==> src/rtl/pfq_pkg.sv <==
package pfq_pkg;
    localparam int PFQ_ADDR_W       = 32;
    localparam int PFQ_LINE_BYTES   = 64;
    localparam int PFQ_REGION_LINES = 4;
    localparam int PFQ_DEPTH        = 8;

    // source of the line written into the queue in a given cycle
    typedef enum logic [1:0] {
        INS_NONE     = 2'd0,
        INS_NEXTLINE = 2'd1,
        INS_REGION   = 2'd2
    } ins_src_e;

    // owner of the shared cache port in a given cycle
    typedef enum logic [1:0] {
        OWN_IDLE     = 2'd0,
        OWN_DEMAND   = 2'd1,
        OWN_PREFETCH = 2'd2
    } port_own_e;
endpackage

==> src/rtl/pfq_expander.sv <==
module pfq_expander #(
    parameter int LINE_W       = 26,
    parameter int REGION_LINES = 4
) (
    input  logic              clk,
    input  logic              rst,
    input  logic              cand_fire,
    input  logic [LINE_W-1:0] cand_line,
    input  logic              loop_mode,
    input  logic              stall,
    output logic              exp_valid,
    output logic [LINE_W-1:0] exp_line
);
    localparam int RG_W = $clog2(REGION_LINES);

    logic              busy;
    logic [LINE_W-1:0] cur;
    logic [RG_W-1:0]   left;

    always_ff @(posedge clk) begin
        if (rst) begin
            busy <= 1'b0;
            cur  <= '0;
            left <= '0;
        end else if (!busy) begin
            if (cand_fire) begin
                busy <= 1'b1;
                if (loop_mode) begin
                    cur  <= cand_line;
                    left <= '0;
                end else begin
                    cur  <= {cand_line[LINE_W-1:RG_W], {RG_W{1'b0}}};
                    left <= RG_W'(REGION_LINES - 1);
                end
            end
        end else if (!stall) begin
            if (left == '0) begin
                busy <= 1'b0;
            end else begin
                cur  <= cur + LINE_W'(1);
                left <= left - RG_W'(1);
            end
        end
    end

    assign exp_valid = busy;
    assign exp_line  = cur;

    AST_EXP_ASCEND: assert property (@(posedge clk) disable iff (rst)
        (exp_valid && !stall && left != '0) |=> (exp_valid && exp_line == $past(exp_line) + LINE_W'(1)));
    AST_EXP_HOLD: assert property (@(posedge clk) disable iff (rst)
        (exp_valid && stall) |=> (exp_valid && $stable(exp_line)));
endmodule

==> src/rtl/pfq_queue.sv <==
module pfq_queue #(
    parameter int LINE_W = 26,
    parameter int DEPTH  = 8
) (
    input  logic              clk,
    input  logic              rst,
    input  logic              push,
    input  logic [LINE_W-1:0] push_line,
    input  logic              pop,
    output logic              head_valid,
    output logic [LINE_W-1:0] head_line
);
    localparam int PTR_W = $clog2(DEPTH);
    localparam int CNT_W = PTR_W + 1;

    logic [LINE_W-1:0] mem [DEPTH];
    logic [DEPTH-1:0]  slot_vld;
    logic [DEPTH-1:0]  hit_vec;
    logic [PTR_W-1:0]  rd_ptr, wr_ptr;
    logic [CNT_W-1:0]  cnt;
    logic              full, hit, do_push, do_pop;

    for (genvar i = 0; i < DEPTH; i++) begin : g_cmp
        assign hit_vec[i] = slot_vld[i] && (mem[i] == push_line);
    end

    assign hit     = |hit_vec;
    assign full    = (cnt == CNT_W'(DEPTH));
    assign do_push = push && !full && !hit;
    assign do_pop  = pop && (cnt != '0);

    always_ff @(posedge clk) begin
        if (rst) begin
            rd_ptr   <= '0;
            wr_ptr   <= '0;
            cnt      <= '0;
            slot_vld <= '0;
        end else begin
            if (do_push) begin
                mem[wr_ptr]      <= push_line;
                slot_vld[wr_ptr] <= 1'b1;
                wr_ptr <= (wr_ptr == PTR_W'(DEPTH - 1)) ? '0 : wr_ptr + PTR_W'(1);
            end
            if (do_pop) begin
                slot_vld[rd_ptr] <= 1'b0;
                rd_ptr <= (rd_ptr == PTR_W'(DEPTH - 1)) ? '0 : rd_ptr + PTR_W'(1);
            end
            cnt <= cnt + CNT_W'(do_push) - CNT_W'(do_pop);
        end
    end

    assign head_valid = (cnt != '0);
    assign head_line  = mem[rd_ptr];

    AST_NO_OVERFLOW: assert property (@(posedge clk) disable iff (rst)
        cnt <= CNT_W'(DEPTH));
    AST_FULL_KEEPS: assert property (@(posedge clk) disable iff (rst)
        (full && push && !pop) |=> (cnt == CNT_W'(DEPTH) && $stable(rd_ptr)));
    AST_DUP_DROP: assert property (@(posedge clk) disable iff (rst)
        (push && hit && !pop) |=> $stable(cnt));
    AST_POP_NONEMPTY: assert property (@(posedge clk) disable iff (rst)
        pop |-> head_valid);
endmodule

==> src/rtl/pfq_port_arb.sv <==
module pfq_port_arb
    import pfq_pkg::*;
#(
    parameter int ADDR_W = 32,
    parameter int LINE_W = 26
) (
    input  logic              clk,
    input  logic              rst,
    input  logic              dem_valid,
    input  logic [ADDR_W-1:0] dem_addr,
    input  logic              pf_valid,
    input  logic [LINE_W-1:0] pf_line,
    input  logic              port_ready,
    output logic              port_valid,
    output logic [ADDR_W-1:0] port_addr,
    output logic              port_is_pf,
    output logic              dem_ready,
    output logic              pf_take
);
    localparam int OFS_W = ADDR_W - LINE_W;

    port_own_e owner;

    always_comb begin
        if (dem_valid)     owner = OWN_DEMAND;
        else if (pf_valid) owner = OWN_PREFETCH;
        else               owner = OWN_IDLE;
    end

    always_comb begin
        port_valid = (owner != OWN_IDLE);
        port_is_pf = (owner == OWN_PREFETCH);
        port_addr  = (owner == OWN_DEMAND) ? dem_addr : {pf_line, {OFS_W{1'b0}}};
        dem_ready  = port_ready;
        pf_take    = (owner == OWN_PREFETCH) && port_ready;
    end

    AST_DEMAND_WINS: assert property (@(posedge clk) disable iff (rst)
        dem_valid |-> !pf_take);
    AST_PF_HOLD: assert property (@(posedge clk) disable iff (rst)
        (pf_valid && !dem_valid && !port_ready) |=> (pf_valid && $stable(pf_line)));
endmodule

==> src/rtl/prefetch_region_queue.sv <==
module prefetch_region_queue
    import pfq_pkg::*;
#(
    parameter int ADDR_W       = PFQ_ADDR_W,
    parameter int LINE_BYTES   = PFQ_LINE_BYTES,
    parameter int REGION_LINES = PFQ_REGION_LINES,
    parameter int DEPTH        = PFQ_DEPTH
) (
    input  logic              clk,
    input  logic              rst,
    input  logic              cand_valid,
    input  logic [ADDR_W-1:0] cand_addr,
    input  logic              cand_useful,
    input  logic              loop_mode,
    input  logic              miss_valid,
    input  logic [ADDR_W-1:0] miss_addr,
    input  logic              dem_valid,
    input  logic [ADDR_W-1:0] dem_addr,
    output logic              dem_ready,
    output logic              port_valid,
    output logic [ADDR_W-1:0] port_addr,
    output logic              port_is_pf,
    input  logic              port_ready
);
    localparam int OFS_W  = $clog2(LINE_BYTES);
    localparam int LINE_W = ADDR_W - OFS_W;

    logic [LINE_W-1:0] cand_line, miss_next, exp_line, ins_line, head_line;
    logic              cand_fire, exp_valid, head_valid, pf_take;
    ins_src_e          ins_src;

    assign cand_line = LINE_W'(cand_addr >> OFS_W);
    assign miss_next = LINE_W'(miss_addr >> OFS_W) + LINE_W'(1);
    assign cand_fire = cand_valid && cand_useful;

    always_comb begin
        if (miss_valid)     ins_src = INS_NEXTLINE;
        else if (exp_valid) ins_src = INS_REGION;
        else                ins_src = INS_NONE;
        ins_line = (ins_src == INS_NEXTLINE) ? miss_next : exp_line;
    end

    pfq_expander #(
        .LINE_W       (LINE_W),
        .REGION_LINES (REGION_LINES)
    ) u_exp (
        .clk       (clk),
        .rst       (rst),
        .cand_fire (cand_fire),
        .cand_line (cand_line),
        .loop_mode (loop_mode),
        .stall     (miss_valid),
        .exp_valid (exp_valid),
        .exp_line  (exp_line)
    );

    pfq_queue #(
        .LINE_W (LINE_W),
        .DEPTH  (DEPTH)
    ) u_q (
        .clk        (clk),
        .rst        (rst),
        .push       (ins_src != INS_NONE),
        .push_line  (ins_line),
        .pop        (pf_take),
        .head_valid (head_valid),
        .head_line  (head_line)
    );

    pfq_port_arb #(
        .ADDR_W (ADDR_W),
        .LINE_W (LINE_W)
    ) u_arb (
        .clk        (clk),
        .rst        (rst),
        .dem_valid  (dem_valid),
        .dem_addr   (dem_addr),
        .pf_valid   (head_valid),
        .pf_line    (head_line),
        .port_ready (port_ready),
        .port_valid (port_valid),
        .port_addr  (port_addr),
        .port_is_pf (port_is_pf),
        .dem_ready  (dem_ready),
        .pf_take    (pf_take)
    );

    AST_REGION_NEEDS_FILTER: assert property (@(posedge clk) disable iff (rst)
        (!exp_valid && cand_valid && !cand_useful) |=> !exp_valid);
    AST_ALIGNED_PF: assert property (@(posedge clk) disable iff (rst)
        (port_valid && port_is_pf) |-> (port_addr[OFS_W-1:0] == '0));
endmodule

==> config.mk <==
export PLATFORM = sky130hd
export DESIGN_NAME = prefetch_region_queue
export DESIGN_NICKNAME = d
export VERILOG_FILES = /design/src/rtl/pfq_pkg.sv /design/src/rtl/pfq_expander.sv /design/src/rtl/pfq_queue.sv /design/src/rtl/pfq_port_arb.sv /design/src/rtl/prefetch_region_queue.sv
export SDC_FILE = /design/constraint.sdc
export NUM_CORES = 1
export LEC_CHECK = 0
export ABC_CLOCK_PERIOD_IN_PS = 11160
export CAP_MARGIN = 20
export CELL_PAD_IN_SITES_DETAIL_PLACEMENT = 0
export CELL_PAD_IN_SITES_GLOBAL_PLACEMENT = 1
export CORE_MARGIN = 2
export CORE_UTILIZATION = 51
export DETAILED_ROUTE_END_ITERATION = 10
export GPL_TIMING_DRIVEN = 0
export PLACE_DENSITY = 0.94
export SLEW_MARGIN = 20
export SYNTH_ARGS = -nofsm -noshare
export SYNTH_HDL_FRONTEND = slang
export SYNTH_SLANG_ARGS = --single-unit
==> constraint.sdc <==
create_clock -name clk -period 11.16 [get_ports clk]
set_input_delay 1.674 -clock clk [delete_from_list [all_inputs] [get_ports clk]]
set_output_delay 1.674 -clock clk [all_outputs]
set_load 0.05 [all_outputs]
---- After elaboration in Yosys (flattened, before gate mapping) ----
Memory sizes are Yosys's and may differ from the RTL's. A register that Yosys moved wholly into a read port is not among the register bits.
Cells that the tools add are included.
W data, S select, Z words.
storage, ports and cells
  register bits after elaboration ......... 47
  RAM bits ................................ 208
  input port bits ......................... 104
  output and inout port bits .............. 35
  logic and storage cells ................. 96
  memories ................................ 1
operators by class
  add/subtract/negate cells ............... 7
  order comparisons ....................... 4
  eq/ne operators ......................... 16
  mux-type cells .......................... 34
  bitwise logic cells ..................... 3
  reductions and logical operators ........ 24
memories
  name     words  width  rd ports  clocked after Yosys merged registers in  write ports  line             text
  u_q.mem  8      26     9         1                                        1            pfq_queue.sv:16  logic [LINE_W-1:0] mem [DEPTH];
operators by type and width
  kind                     number
  $eq A26 B26 Y1           8
  $mux W26                 5
  $add A26 B1 Y26 const B  2
  $mux W32                 1
  $mux W8                  3
  $mux W2                  10
  $logic_and A1 B1 Y1      15
  $mux W3                  4
  $mux W1                  9
  $and A8 B8 Y8            1
  $lt A3 B4 Y1 const B     2
  $not A8 Y8               1
  $or A8 B8 Y8             1
  $reduce_or A8 Y1         1
  $add A3 B1 Y3 const B    2
  $demux W1 S3             2
  $eq A3 B3 Y1 const B     2
  $ge A3 B1 Y1 const B     2
  $reduce_bool A2 Y1       3
  $add A4 B1 Y4            1
  $eq A2 B1 Y1 const B     2
  $eq A4 B4 Y1 const B     1
  $ne A2 B2 Y1 const B     2
  $reduce_bool A4 Y1       1
  6 further kinds          7

---- Longest topological paths before layout ----
  depth after elaboration ................. 13
  mapped depth ............................ 20
  depth with buffers taken out ............ 17

---- Cells and area by module ----
A second synthesis with hierarchy kept.
unflattened totals
  cell total of the unflattened synthesis .. 1,175
  area total of the unflattened synthesis .. 14,719.1 um2
by module, submodules not included
  module                 instances  cells each  area an instance (um2)  seq. area each (um2)
  pfq_queue              1          734         11,449.7                6,666.4
  pfq_expander           1          260         1,943.1                 580.6
  prefetch_region_queue  1          141         825.8                   0.0
  pfq_port_arb           1          40          500.5                   0.0

---- Worst setup path after synthesis ----
OpenSTA, ideal clock, no wires.
  kind .................................... in2reg
  start ................................... input miss_addr[18]
  end ..................................... memory u_q.mem[0][0], enable pin
  setup time .............................. 0.475 ns
  arrival ................................. 6.818 ns
  data required time ...................... 10.685 ns
  setup slack ............................. 3.867 ns
  cell stages on the path ................. 12
  path buffers ............................ 2
  cell sequence ........................... buf_4 > nand4_4 > or4_1 > clkbuf_1 > or4_4 > a31oi_4 > xor2_1 > nand4_1 > a2111oi_2 > nor3_1 > nand3_2 > nor4_1
between the ends
  word-level cells in the longest chain between the ends .. 10
  elaborated cells between the ends (all ways) .. 24
  those cells by class .................... add/sub: 1; eq/ne: 8; mux: 4; reduce/logical: 11
RTL lines
  element                            line                         text
  start, declared                    prefetch_region_queue.sv:16  input logic [ADDR_W-1:0] miss_addr,
  $add A26 B1 Y26 (*)                prefetch_region_queue.sv:33  assign miss_next = LINE_W'(miss_addr >> OFS_W) + LINE_W'(1);
  $mux W26 (*)                       prefetch_region_queue.sv:40  ins_line = (ins_src == INS_NEXTLINE) ? miss_next : exp_line;
  $eq A26 B26 Y1                     pfq_queue.sv:24              assign hit_vec[i] = slot_vld[i] && (mem[i] == push_line);
  $logic_and A1 B1 Y1                pfq_queue.sv:24
  $reduce_or A8 Y1 (*)               pfq_queue.sv:27              assign hit = |hit_vec;
  $logic_not A1 Y1 (*)               pfq_queue.sv:29              assign do_push = push && !full && !hit;
  $logic_and A1 B1 Y1 (*)            pfq_queue.sv:29
  $mux W1 (*)                        pfq_queue.sv:39              if (do_push) begin
  $mux W1 (*)                        pfq_queue.sv:33              if (rst) begin
  $mux W1 (implied by the code) (*)  pfq_queue.sv:40              mem[wr_ptr] <= push_line;
  end, declared                      pfq_queue.sv:16
Mark *: on every way between the ends. The rest lies on a longest branch, timed or not.

---- Final worst setup path ----
  start ................................... input miss_valid
  end ..................................... memory u_q.mem[2][6], enable pin
between the ends
  word-level cells in the longest chain between the ends .. 11
  elaborated cells between the ends (all ways) .. 27
  those cells by class .................... eq/ne: 9; mux: 5; reduce/logical: 13
RTL lines
  element                            line                         text
  start, declared                    prefetch_region_queue.sv:15  input logic miss_valid,
  $mux W2 (*)                        prefetch_region_queue.sv:37  if (miss_valid) ins_src = INS_NEXTLINE;
  $eq A2 B1 Y1                       prefetch_region_queue.sv:40
  $mux W26                           prefetch_region_queue.sv:40
  $eq A26 B26 Y1                     pfq_queue.sv:24
  $logic_and A1 B1 Y1                pfq_queue.sv:24
  $reduce_or A8 Y1                   pfq_queue.sv:27
  $logic_not A1 Y1                   pfq_queue.sv:29
  $logic_and A1 B1 Y1 (*)            pfq_queue.sv:29
  $mux W1 (*)                        pfq_queue.sv:39
  $mux W1 (*)                        pfq_queue.sv:33
  $mux W1 (implied by the code) (*)  pfq_queue.sv:40
Marked as above.

==> results.md <==
Setup path:
- The cell with the most instances on the worst path is buf_2.
- Among cell families on the critical path, the largest total delay comes from buffers and inverters.
- The number of buffers and inverters on the critical path is 12.
- The worst setup path is of the in2reg kind.
- STA classifies the critical path endpoint as a flip-flop.
- The startpoint of the most critical setup path is miss_valid.
- The signal on the critical path passes through buf_2 > buf_2 > clkbuf_1 > buf_2 > buf_1 > buf_1 > clkbuf_1 > o31ai_1 > nand3_1 > nor4_1 > nor3_1 > nand3_2 > nor4_2 > buf_2 > buf_2 > buf_4 > buf_2 > buf_2.
- The slowest cell on the critical path is nor3_1.
- At the worst endpoint, the arrival time is between 9000 and 10000 ps.
- On the worst path, the slowest cell contributes a delay of just over 900 ps.
- At the worst endpoint, the required time is 11450 ps.
- The critical path startpoint category is an input port.
- Along the worst path, the maximum fanout reaches 10.
- The worst flop-to-flop path startpoint is u_exp.exp_line[0].

Yosys:
- The number of nets in the synthesized netlist is approximately 1900.
- In this run, synthesis inferred around 210 flip-flops with an integrated enable.
- Ranked by instance count, the synthesized netlist is headed by 208 x edfxtp_1, 133 x xnor2_1, 113 x nand2_1, 113 x xor2_1, 103 x a21oi_1.
- After technology mapping, the gate count stands at approximately 1700.
- Each instance of the synthesized netlist takes up on average 10.2 um^2.
- The synthesized netlist occupies a cell area of between 15000 and 20000 um^2.
- Synthesis inferred 258 register bits.
- The count of different cell masters after synthesis is 95.
- The fraction of synthesis flops using an asynchronous set or reset pin is 0%.
- The most used flip-flop cell after synthesis is edfxtp_1.
- The yosys synthesis warning count is 0.
- The biggest area contributor in the post-synthesis netlist is edfxtp_1.
- Of the synthesized area, sequential elements account for between 40% and 50%.
- Of the post-synthesis cell area, the dominant cell type holds 35.4%.
- Yosys attributes the largest share of cell area to edfxtp_1 35%, mux4_2 6.6%, xnor2_1 6.6%.
- The most frequent cell after synthesis is edfxtp_1.

Placement:
- The worst slack after detailed placement is about 1800 ps.
- The number of I/O port buffers is approximately 120.
- The global placer's final weighted congestion is ~1.1.
- The post-detailed-placement half-perimeter wirelength is 71800 um.
- In this run, placement finished with an instance count of approximately 2400.

Global route:
- The first global-routing pass estimated 124000 um of wire.
- For this run the aggregate overflow at the end of global routing stands at 0.
- The maximum number of pins on one net before global-route repair is 17.
- The number of antenna violations at the first check in global routing came to 4.
- Global routing used approximately half of the available tracks across all layers.
- The via count of the first global-routing pass is between 15000 and 20000.

Min path:
- The startpoint of the worst hold path is u_exp.left[1].
- The worst hold path class is reg2reg.

Route:
- After detailed routing, the number of vias per cell comes to a little over 7.
- The first-iteration detailed-routing DRC count is 3020.
- After detailed routing, the total wire length is between 90000 and 100000 um.
- The detail route stage leaves a number of antenna-violating nets equal to 0.
- The count of vias placed by the detailed router is between 15000 and 20000.
- The count of TritonRoute iterations in the first routing pass is 6.
- The highest layer used for signal routing is met5.
- The routed length on met1 is between 30000 and 40000 um.
- After detailed routing, the average wire length per cell comes to 37.5 um.
- Summed over all nets, wire length on met2 after detailed routing comes to 37300 um.
- The detailed route wirelength on metal3 is between 10000 and 15000 um.
- For this run, design rule violations remaining after detail routing come to 0.

Power:
- For this design the static power due to leakage is just under 0.007 uW.
- Across the VDD grid, the largest voltage drop is 155 uV.
- The power density over the cells is 139 nW/um^2.

Timing:
- The final number of setup-violating endpoints is 0.
- The final critical delay including setup and external delays is between 9000 and 10000 ps.
- The number of max-slew violations in the final report is 0.
- The number of failing hold endpoints at the final stage was 0.
- Static timing analysis puts the maximum clock frequency at 0.106 GHz.
- Setup repair after global routing left no endpoint under its margin.
- At the pin with the least slew margin, the transition time is 1330 ps.
- Clock skew on the completed layout was measured at between 30 and 40 ps.
- The ratio of final minimum period to clock period is between 80% and 90%.
- Across all hold checks on the routed design, the worst slack comes to ~490 ps.
- Across all setup checks in the final design, the least slack found is roughly 1700 ps.
- The worst relative slew slack is 9.20%.

Final layout:
- In the final design database the tool counted roughly 2000 nets.
- The fraction of layout instances using a drive strength above 1 is 11.8%.
- After the flow finishes, the layout carries non-filler instances totaling between 2000 and 2500.
- Relative to the synthesized area, the layout overhead comes to 16.4%.

Floorplan:
- The boundary pin count is 139.
- The initial utilization of the core area, before any placement, comes to 51.5%.
- The floorplan step set the die height to around 190 um.
- The horizontal die dimension is 190 um.
- The die covers roughly 36000 um^2.
- In this run the core area contains around 70 standard-cell rows.
- The core area is around 34000 um^2.

CTS:
- The count of hold buffers inserted by post-cts repair is 0.
- The clock slew seen by the registers of the worst setup and hold paths is ~60 ps.
- The root buffer cell chosen for the clock tree is clkbuf_16.
- The post-cts gate resize count is 0.
- The clock reaches the later pin of the worst-skew pair after about 600 ps.
- Buffers added to address setup during post-CTS repair amount to 0.
- The number of buffers on the longest clock path is 3.
- The sink count of the clock tree is about 260.
- The TritonCTS buffer count is 28.
- In this run the number of H-tree levels came out at 1.
- TritonCTS built the clock tree.

Outcome:
- The run finished with clean final reports.

Job:
- The max-cap check violation count is 0.
[logic make-up (layout without fill, tap and decap cells)]
group           Yosys count  after routing  share of synthesized area, %
xor+xnor                247            247                          12.3
buf+inv                 198            411                          4.65
simple gates            499            499                          15.3
mux                      88             88                          8.72
compound gates          431            431                          16.9
other cells               0              1                             0
flops                   258            258                          41.1
fa+ha+maj                14             14                          1.04
[flip-flops by register name, summed over array words and instances, names as in the netlist, named ones only]
name / count
u_q.wr_ptr: 3
u_exp.exp_line: 26
u_exp.exp_valid: 1
u_q.rd_ptr: 3
u_q.cnt: 4
u_q.mem: 208
u_q.slot_vld: 8
u_exp.left: 2
[area by class of cell]
| cell class | count | area [um^2] |
|---|---|---|
| Fill cell | 2905 | 13700 |
| Multi-Input combinational cell | 1279 | 9640 |
| Sequential cell | 258 | 7250 |
| Timing Repair Buffer | 163 | 1430 |
| Clock buffer | 38 | 758 |
| Buffer | 137 | 598 |
| Tap cell | 455 | 569 |
| Inverter | 61 | 229 |
| Clock inverter | 12 | 73.8 |
| Antenna cell | 1 | 2.50 |
[per-layer routing]
layer / vias up / track usage [%]
met5: - / 1.79
met4: 6 / 30.4
met3: 340 / 18.5
met2: 1509 / 71.1
met1: 8369 / 63.2
li1: 6996 / -
[power by group]
part           switching [uW]  internal (uW)  total, uW
sequential               58.0           1100       1160
combinational             547            286        833
clock                     390            475        864
[path summary, 6_finish.rpt]
kind	depth (start not counted)	to	slack [ps]
min reg2reg	2	u_exp.left[1]	490
min	2	u_exp.left[1]	490
max	18	u_q.mem[2][6]	1690
max reg2reg	16	u_q.mem[2][6]	4930
[worst register-to-register path, cell delays in order, from the launching register on]
cell and delay, ps:
dfxtp_1 640, nor2_1 100, a21oi_1 130, clkbuf_1 620, xnor2_1 210, nand4_1 320
nor4_1 150, nand4_1 190, a2111oi_2 100, nor3_1 980, nand3_2 460, nor4_2 800
buf_2 340, buf_2 260, buf_4 200, buf_2 230, buf_2 220
[stage by stage]
step / total power, uW / cell area, um^2 / utilization [%] / TNS (ps)
6_report: 2860 / 20500 / 59.9 / 0
2_1_floorplan: 1630 / 17600 / - / 0
4_1_cts: 2820 / 20500 / 59.9 / 0
5_1_grt: 2920 / 20500 / 59.9 / 0
3_5_place_dp: 1970 / 19700 / 57.5 / 0
3_3_place_gp: 1950 / 19400 / 56.5 / -572560
[placed cells by master, fill, tap and decap left out, drive strengths merged, types with 34 or more instances in the layout]
cell           synthesis  routed
xor2                 113     113
a21oi                104     104
mux4                  52      52
nor2                  91      91
buf                   49      95
edfxtp               208     208
nand4                 46      46
o21ai                102     102
xnor2                133     133
dfxtp                 50      50
nand2                113     113
mux2i                 34      34
clkdlybuf4s50          0     115
inv                   59      60
nor3                  47      47
nand3                 45      45
clkbuf                88     128
(Power assumes the default switching activity.)
